`src/rtl/wdcu_pkg.sv`:
```
package wdcu_pkg;

  // flag vector positions inside the 4-bit cause vector
  localparam int FLG_POR  = 3;
  localparam int FLG_STOP = 2;
  localparam int FLG_WDT  = 1;
  localparam int FLG_EXT  = 0;
  localparam int NFLAGS   = 4;

  typedef enum logic [1:0] {
    UL_LOCKED = 2'd0,
    UL_ARMED  = 2'd1,
    UL_OPEN   = 2'd2
  } unlock_state_t;

  typedef struct packed {
    logic stop_pin;
    logic stop_wdt;
    logic wdt_run;
    logic ext;
  } cause_events_t;

endpackage

```
`src/rtl/wdcu_cause_flags.sv`:
```
module wdcu_cause_flags
  import wdcu_pkg::*;
(
  input  logic                clk,
  input  logic                rst_n,
  input  cause_events_t       ev,
  input  logic                clr_rd,
  output logic [NFLAGS-1:0]   flags
);

  localparam logic [NFLAGS-1:0] FLAG_RST = NFLAGS'(1) << FLG_POR;

  logic [NFLAGS-1:0] set_v;
  logic [NFLAGS-1:0] clr_v;

  always_comb begin
    set_v = '0;
    clr_v = '0;
    // power-on flag: only the reset sets it
    clr_v[FLG_POR]  = ev.stop_pin | ev.stop_wdt | ev.wdt_run | clr_rd;
    // stop recovery flag
    set_v[FLG_STOP] = ev.stop_pin | ev.stop_wdt;
    clr_v[FLG_STOP] = ev.wdt_run | clr_rd;
    // watchdog expiry flag
    set_v[FLG_WDT]  = ev.wdt_run | ev.stop_wdt;
    clr_v[FLG_WDT]  = ev.stop_pin | clr_rd;
    // external pin flag
    set_v[FLG_EXT]  = ev.ext;
    clr_v[FLG_EXT]  = ev.stop_pin | clr_rd;
  end

  for (genvar f = 0; f < NFLAGS; f++) begin : g_flag
    always_ff @(posedge clk or negedge rst_n) begin
      if (!rst_n) begin
        flags[f] <= FLAG_RST[f];
      end else if (set_v[f]) begin
        flags[f] <= 1'b1;
      end else if (clr_v[f]) begin
        flags[f] <= 1'b0;
      end
    end
  end

endmodule

```
`src/rtl/wdcu_unlock_seq.sv`:
```
module wdcu_unlock_seq
  import wdcu_pkg::*;
#(
  parameter int          DATA_W   = 8,
  parameter int          NBYTES   = 3,
  parameter logic [7:0]  KEY_ARM  = 8'h55,
  parameter logic [7:0]  KEY_OPEN = 8'hAA
) (
  input  logic               clk,
  input  logic               rst_n,
  input  logic               wr_en,
  input  logic               hit_status,
  input  logic [NBYTES-1:0]  hit_byte,
  input  logic [DATA_W-1:0]  wr_data,
  output logic [NBYTES-1:0]  byte_we,
  output logic               is_open
);

  localparam int IDX_W = (NBYTES > 1) ? $clog2(NBYTES) : 1;
  localparam logic [IDX_W-1:0] IDX_TOP = IDX_W'(NBYTES - 1);

  unlock_state_t     state_q, state_d;
  logic [IDX_W-1:0]  idx_q, idx_d;
  logic              take_byte;

  assign is_open = (state_q == UL_OPEN);

  // one write enable per byte; byte index 0 is the low byte,
  // the window walks from the top index down to 0
  for (genvar k = 0; k < NBYTES; k++) begin : g_we
    assign byte_we[k] = is_open & wr_en & hit_byte[k] & (idx_q == IDX_W'(k));
  end

  assign take_byte = |byte_we;

  always_comb begin
    state_d = state_q;
    idx_d   = idx_q;
    unique case (state_q)
      UL_LOCKED: begin
        if (wr_en && hit_status && (wr_data == DATA_W'(KEY_ARM))) begin
          state_d = UL_ARMED;
        end
      end
      UL_ARMED: begin
        if (wr_en) begin
          if (hit_status && (wr_data == DATA_W'(KEY_OPEN))) begin
            state_d = UL_OPEN;
            idx_d   = IDX_TOP;
          end else begin
            state_d = UL_LOCKED;
          end
        end
      end
      UL_OPEN: begin
        if (wr_en && hit_status) begin
          state_d = UL_LOCKED;
        end else if (take_byte) begin
          if (idx_q == '0) begin
            state_d = UL_LOCKED;
          end else begin
            idx_d = idx_q - 1'b1;
          end
        end
      end
      default: state_d = UL_LOCKED;
    endcase
  end

  always_ff @(posedge clk or negedge rst_n) begin
    if (!rst_n) begin
      state_q <= UL_LOCKED;
      idx_q   <= IDX_TOP;
    end else begin
      state_q <= state_d;
      idx_q   <= idx_d;
    end
  end

endmodule

```
`src/rtl/wdcu_reload_bank.sv`:
```
module wdcu_reload_bank #(
  parameter int          DATA_W   = 8,
  parameter int          NBYTES   = 3,
  parameter logic [7:0]  RST_BYTE = 8'hFF
) (
  input  logic                      clk,
  input  logic                      rst_n,
  input  logic [NBYTES-1:0]         byte_we,
  input  logic [DATA_W-1:0]         wr_data,
  output logic [NBYTES*DATA_W-1:0]  bytes_q
);

  for (genvar k = 0; k < NBYTES; k++) begin : g_byte
    always_ff @(posedge clk or negedge rst_n) begin
      if (!rst_n) begin
        bytes_q[k*DATA_W +: DATA_W] <= DATA_W'(RST_BYTE);
      end else if (byte_we[k]) begin
        bytes_q[k*DATA_W +: DATA_W] <= wr_data;
      end
    end
  end

endmodule

```
`src/rtl/wdt_cause_guard.sv`:
```
module wdt_cause_guard
  import wdcu_pkg::*;
#(
  parameter int          ADDR_W       = 4,
  parameter int          DATA_W       = 8,
  parameter int          NBYTES       = 3,
  parameter int          ADDR_STATUS  = 0,
  parameter int          ADDR_RLD_TOP = 1,
  parameter logic [7:0]  KEY_ARM      = 8'h55,
  parameter logic [7:0]  KEY_OPEN     = 8'hAA,
  parameter logic [7:0]  RLD_RST_BYTE = 8'hFF
) (
  input  logic                      clk,
  input  logic                      rst_n,
  input  logic [ADDR_W-1:0]         bus_addr,
  input  logic                      bus_wr,
  input  logic                      bus_rd,
  input  logic [DATA_W-1:0]         bus_wdata,
  output logic [DATA_W-1:0]         bus_rdata,
  input  logic                      ev_stop_pin,
  input  logic                      ev_stop_wdt,
  input  logic                      ev_wdt_run,
  input  logic                      ev_ext,
  output logic [NBYTES*DATA_W-1:0]  reload_value
);

  localparam int                RLD_W  = NBYTES * DATA_W;
  localparam int                PAD_W  = DATA_W - NFLAGS;
  localparam logic [ADDR_W-1:0] STAT_A = ADDR_W'(ADDR_STATUS);

  logic                hit_status;
  logic [NBYTES-1:0]   hit_byte;
  logic [NFLAGS-1:0]   flags;
  logic [NBYTES-1:0]   byte_we;
  logic                rld_open;
  logic [RLD_W-1:0]    rld_bytes;
  cause_events_t       ev;

  assign ev.stop_pin = ev_stop_pin;
  assign ev.stop_wdt = ev_stop_wdt;
  assign ev.wdt_run  = ev_wdt_run;
  assign ev.ext      = ev_ext;

  assign hit_status = (bus_addr == STAT_A);

  // byte k (0 = low) sits at ADDR_RLD_TOP + (NBYTES-1-k): upper byte first
  for (genvar k = 0; k < NBYTES; k++) begin : g_dec
    localparam logic [ADDR_W-1:0] BYTE_A = ADDR_W'(ADDR_RLD_TOP + NBYTES - 1 - k);
    assign hit_byte[k] = (bus_addr == BYTE_A);
  end

  wdcu_cause_flags u_flags (
    .clk    (clk),
    .rst_n  (rst_n),
    .ev     (ev),
    .clr_rd (bus_rd & hit_status),
    .flags  (flags)
  );

  wdcu_unlock_seq #(
    .DATA_W   (DATA_W),
    .NBYTES   (NBYTES),
    .KEY_ARM  (KEY_ARM),
    .KEY_OPEN (KEY_OPEN)
  ) u_seq (
    .clk        (clk),
    .rst_n      (rst_n),
    .wr_en      (bus_wr),
    .hit_status (hit_status),
    .hit_byte   (hit_byte),
    .wr_data    (bus_wdata),
    .byte_we    (byte_we),
    .is_open    (rld_open)
  );

  wdcu_reload_bank #(
    .DATA_W   (DATA_W),
    .NBYTES   (NBYTES),
    .RST_BYTE (RLD_RST_BYTE)
  ) u_bank (
    .clk     (clk),
    .rst_n   (rst_n),
    .byte_we (byte_we),
    .wr_data (bus_wdata),
    .bytes_q (rld_bytes)
  );

  assign reload_value = rld_bytes;

  always_comb begin
    bus_rdata = '0;
    if (hit_status) begin
      bus_rdata = {flags, {PAD_W{1'b0}}};
    end
    for (int k = 0; k < NBYTES; k++) begin
      if (hit_byte[k]) begin
        bus_rdata = rld_bytes[k*DATA_W +: DATA_W];
      end
    end
  end

endmodule

```
`config.mk`:
```
export PLATFORM = sky130hd
export DESIGN_NAME = wdt_cause_guard
export DESIGN_NICKNAME = d
export VERILOG_FILES = /design/src/rtl/wdcu_pkg.sv /design/src/rtl/wdcu_cause_flags.sv /design/src/rtl/wdcu_unlock_seq.sv /design/src/rtl/wdcu_reload_bank.sv /design/src/rtl/wdt_cause_guard.sv
export SDC_FILE = /design/constraint.sdc
export NUM_CORES = 1
export LEC_CHECK = 0
export CORE_MARGIN = 2
export CORE_UTILIZATION = 32
export CTS_CLUSTER_SIZE = 28
export DETAILED_ROUTE_END_ITERATION = 10
export DONT_BUFFER_PORTS = 1
export PLACE_DENSITY = 0.54
export SLEW_MARGIN = 20
export SYNTH_ARGS = -nofsm -noshare
export SYNTH_HDL_FRONTEND = slang
export SYNTH_HIERARCHICAL = 1
export SYNTH_SLANG_ARGS = --single-unit
```
`constraint.sdc`:
```
create_clock -name clk -period 3.2 [get_ports clk]
set_clock_uncertainty 0.05 [all_clocks]
set_input_delay 0.16 -clock clk [delete_from_list [all_inputs] [get_ports clk]]
set_output_delay 0.16 -clock clk [all_outputs]
set_load 0.02 [all_outputs]
```
-- Yosys cells after proc, flatten, opt, wreduce, memory -nomap -nowiden
Index checks and enable logic that the tools add are counted.
- logic and storage cells: 76
- register bits after elaboration: 32
- muxes and demuxes: 22
- bitwise gates (word level): 14
- $add $sub $neg: 1
- equality and inequality tests: 17
- reduce and logical (&&, ||, !) cells: 13
- operator list (cell ; number):
    8-bit two-way mux ; 4
    2-bit two-way mux ; 11
    1-bit AND ; 8
    4-bit by 2-bit equality test with 1-bit output, second input constant ; 2
    8-bit by 7-bit equality test with 1-bit output, second input constant ; 1
    8-bit equality test, second input constant ; 1
    2-bit != test, second input constant ; 4
    2-bit nonzero test ; 4
    3-bit != test, second input constant ; 2
    1-bit OR ; 6
    2-bit case mux with 3 select lines ; 1
    6-bit AND reduction ; 1
    1-bit two-way mux ; 5
    2-bit by 1-bit equality test with 1-bit output, second input constant ; 2
    2-bit equality test, second input constant ; 2
    4-bit by 1-bit equality test with 1-bit output, second input constant ; 1
    2-bit zero test ; 2
    4-bit zero test ; 1
    2-bit by 1-bit != test with 1-bit output, second input constant ; 2
    2-bit case mux with 2 select lines ; 1
    4-bit AND reduction ; 1
    1-bit logical AND ; 3
    3-bit OR reduction ; 1
    2-bit by 1-bit subtractor with 2-bit output, second input constant ; 1

-- Longest topological paths before layout
- depth in word-level cells: 8
- mapped depth: 7
- depth with buffers taken out: 6

-- Modules after synthesis
Netlist, hierarchy kept.
- by module, submodules not included (module ; cells an instance ; area an instance (um2) ; times used):
    wdcu_reload_bank ; 51 ; 1024.7 ; 1
    wdcu_unlock_seq ; 42 ; 381.6 ; 1
    wdt_cause_guard ; 32 ; 290.3 ; 1
    wdcu_cause_flags ; 11 ; 143.9 ; 1

-- Least setup slack after synthesis
Ideal clock, no wire load.
- kind: input port to flip-flop
- from: in bus_addr[3]
- to: reg u_seq.idx_q[0]
- arrival time: 1640 ps
- data required time: 3025 ps
- slack: 1385 ps
- cell stages on the path: 7
- cell sequence: or2_2 > buf_6 > nor3_1 > nand4b_1 > nor4b_4 > o211ai_2 > mux2_4
- elaborated cells between the ends (all ways): 17
- RTL lines (item ; line ; source):
    start: declaration ; wdt_cause_guard.sv:15 ; input logic [ADDR_W-1:0] bus_addr,
    4-bit zero test (*) ; wdt_cause_guard.sv:44 ; assign hit_status = (bus_addr == STAT_A);
    via hit_status ; wdt_cause_guard.sv:31 ; logic hit_status;
    1-bit logical AND, on equally long branches ; wdcu_unlock_seq.sv:56, wdcu_unlock_seq.sv:47 ;
    2-bit != test (no line) or 2-bit by 1-bit != test with 1-bit output (tied branches) ; - ;
    6-bit AND reduction (no line) (*) ; - ;
    end signal: assignment ; wdcu_unlock_seq.sv:76 ; idx_q <= idx_d;
    end: declaration ; wdcu_unlock_seq.sv:23 ; logic [IDX_W-1:0] idx_q, idx_d;
Mark *: on every way through the listed nets, which the timed path passes. The rest lies on a longest branch.
A chain may end at the register's enable or synchronous reset.

-- Worst setup path in the final report
- from: in bus_addr[3]
- to: reg u_flags.flags[1]
- cells in the longest elaborated chain, start to end: 4
- RTL lines (item ; line ; source):
    4-bit zero test ; wdt_cause_guard.sv:44 ;
    1-bit AND ; wdt_cause_guard.sv:56 ; .clr_rd (bus_rd & hit_status),
    1-bit OR ; wdcu_cause_flags.sv:26 ; clr_v[FLG_WDT] = ev.stop_pin | clr_rd;
    2-bit nonzero test (no line) ; - ;
    end signal: indexed assignment ; wdcu_cause_flags.sv:35 ; flags[f] <= FLAG_RST[f];
    end: declaration ; wdcu_cause_flags.sv:8 ; output logic [NFLAGS-1:0] flags
No other way between the ends.

==> impl_metrics.tcl <==
set metrics [dict create \
    status "finished, final reports clean" \
    cts-buffers-inserted 5 \
    place_congestion 0.890 \
    antenna_cells 0 \
    synth-seq-area-share_pct 45.3 \
    port_buffers 0 \
    die_w_microns 79.8 \
    final_cell_mix "dfstp_2 (26), mux2_4 (25), dlygate4sd3_1 (15), nor2_1 (8)" \
    post_cts_buffers 0 \
    rr_endpoint "u_bank/bytes_q[10]" \
    fp.dieArea_sq_mm 0.00637 \
    place_hpwl_microns 3130 \
    hold_ws_ns 0.0178 \
    cp_cell_sequence "or2_2 -> nor4b_1 -> nor2_1 -> a211o_1 -> dlygate4sd3_1" \
    layout-drive-gt1-share_pct 46.1 \
    ir_drop_uv 212 \
    crit_cells 5 \
    drv_cap 0 \
    avgViaCountPerCell 5.37 \
    htreeDepth 2 \
    dp.cells 202 \
    syn_nets 159 \
    syn_to_final_growth_pct 16.8 \
    layout_commonest_cell "dfstp_2" \
    antenna_found_initial 0 \
    leakagePower_nw 0.835 \
    power_density_mw_per_mm2 394 \
    cp.required_ns 3.31 \
    post-route-min-period_ns 2.08 \
    r2r_cells 4 \
    yosysWarningCount 6 \
    clk-insertion-delay-late_ns 0.28 \
    cts_buffer_depth 2 \
    die_h_microns 79.8 \
    regArea_sq_um 833 \
    slowest_delay_ns 0.60 \
    post_dp_cell_area_sq_mm 0.00187 \
    finalWirelength_microns 4540 \
    r2r_slack_ns 1.19 \
    clk_transition_reported_paths_ns 0.07 \
    final_nets 176 \
    synthDistinctLibCells 37 \
    setup_ws_ns 1.12 \
    utilization_pct 38.8 \
    critPathBufInv 1 \
    ant_nets 0 \
    setup_viol 0 \
    synth_seq_cells 32 \
    cp-start-kind "input pin" \
    ys.flop_type "dfstp_2" \
    netlist_area_sq_mm 0.00184 \
    crit_type "input pin to flop" \
    finalPower_mw 0.848 \
    ctsHoldBuffers 16 \
    hold_depth 3 \
    synth_edf_count 0 \
    cts_resized 0 \
    ys_async_sr_fraction_pct 100 \
    root_buffer "clkbuf_8" \
    dp_slack_ns 1.08 \
    ios 52 \
    period_share_pct 65.0 \
    fin_area_sq_mm 0.00215 \
    hp-start "bus_wdata[7]" \
    vias 1213 \
    start_util_pct 33.2 \
    drtPass1Iterations 4 \
    timing.rr.start "u_seq/state_q[0]" \
    rsz0062_at_grt "no" \
    cp_data_arrival_time_ns 2.19 \
    stdcell_count 226 \
    core_sq_mm 0.00554 \
    slowest_stage "nor4b_1" \
    crit_fanout 8 \
    synth.avg_cell_area_sq_um 13.5 \
    cp-end-kind "flop" \
    cp_top_family "simple AND/OR/NAND/NOR gates" \
    num_rows 27 \
    hold_end "u_seq/state_q[0]" \
    overflow 0 \
    wl_per_cell_microns 20.1 \
    grt_use_total_pct 15.0 \
    num-fill-cells 540 \
    slew_violations 0 \
    hold_path.class "input pin to flop" \
    cts.sinks 32 \
    final_hold_viol_count 0 \
    multi_input_comb_area_sq_um 918 \
    max_slew_margin_pct 34.7 \
    clock.fmax_mhz 481 \
    syn_inst 136 \
    grt_pass1_wl_microns 7180 \
    grt_start_max_net_pins 33 \
    fin_tns_setup_ns 0 \
    grt_pass1_vias 1314 \
    cts_tree "built" \
    drt_iter0_markers 50 \
    drc 0 \
    tightest_slew_ns 0.976 \
]
==> logic make-up (layout without fill, tap and decap cells) <==
kind of cell | count (synthesis) | in the layout | synth area share, %
mux | 33 | 33 | 27.5
compound gates | 19 | 19 | 7.48
flops | 32 | 32 | 45.3
buf+inv | 12 | 30 | 4.83
fa+ha+maj | 3 | 3 | 2.04
simple gates | 37 | 37 | 12.9
==> worst register-to-register path, delay by kind of cell (launching register included) <==
family,cells,cell delay [ns]
multiplexers,1,0.35
AND/OR/NAND/NOR,3,1.11
flip-flops,1,0.42
==> sequential cells by signal, indices dropped and copies added, names as in the netlist <==
signal	count
u_bank/bytes_q	24
u_flags/flags	4
u_seq/idx_q	2
u_seq/state_q	2
==> where the power goes <==
group | internal [mW] | switching [mW]
combinational | 0.0293 | 0.0270
sequential | 0.408 | 0.00124
clock | 0.231 | 0.151
total | 0.669 | 0.179
==> Yosys cell counts, types with 3 or more instances <==
library cell	number	area share (%)
dfstp_2	26	37
mux2_4	25	20
nor2_1	8	1.6
dfrtp_1	6	8.2
nand2_1	6	1.2
buf_6	5	3.1
a211oi_1	4	1.6
a21oi_1	4	1.1
and2_1	4	1.4
inv_1	4	0.82
mux2i_1	4	2.2
mux4_2	4	4.9
and3_1	3	1.0
ha_1	3	2.0
==> area by class of cell <==
cell class,count,area share [%]
clock buffer,6,3.38
clock inverter,2,1.63
inverter,4,0.698
multi-input combinational,92,42.7
sequential,32,38.8
tap,72,4.19
timing repair buffer,18,8.61
==> worst max-delay path by stage <==
stage	from	endpoint	slack (ns)
global route	bus_addr[3]	u_flags/flags[1]	0.98
floorplan	bus_addr[3]	u_seq/idx_q[0]	1.39
finish	bus_addr[3]	u_flags/flags[1]	1.12
CTS	bus_addr[3]	u_flags/flags[1]	1.16
detailed placement	bus_addr[3]	u_bank/bytes_q[11]	1.08
global placement	bus_addr[3]	u_bank/bytes_q[11]	1.15
==> routing by layer <==
metal | track usage, % | vias up | routed length (microns)
met5 | 0 | - | 0
li1 | - | 529 | -
met4 | 3.56 | 0 | 31
met1 | 19.3 | 612 | 1980
met2 | 23.7 | 67 | 2020
met3 | 5.66 | 5 | 505
(Power assumes the default switching activity.)
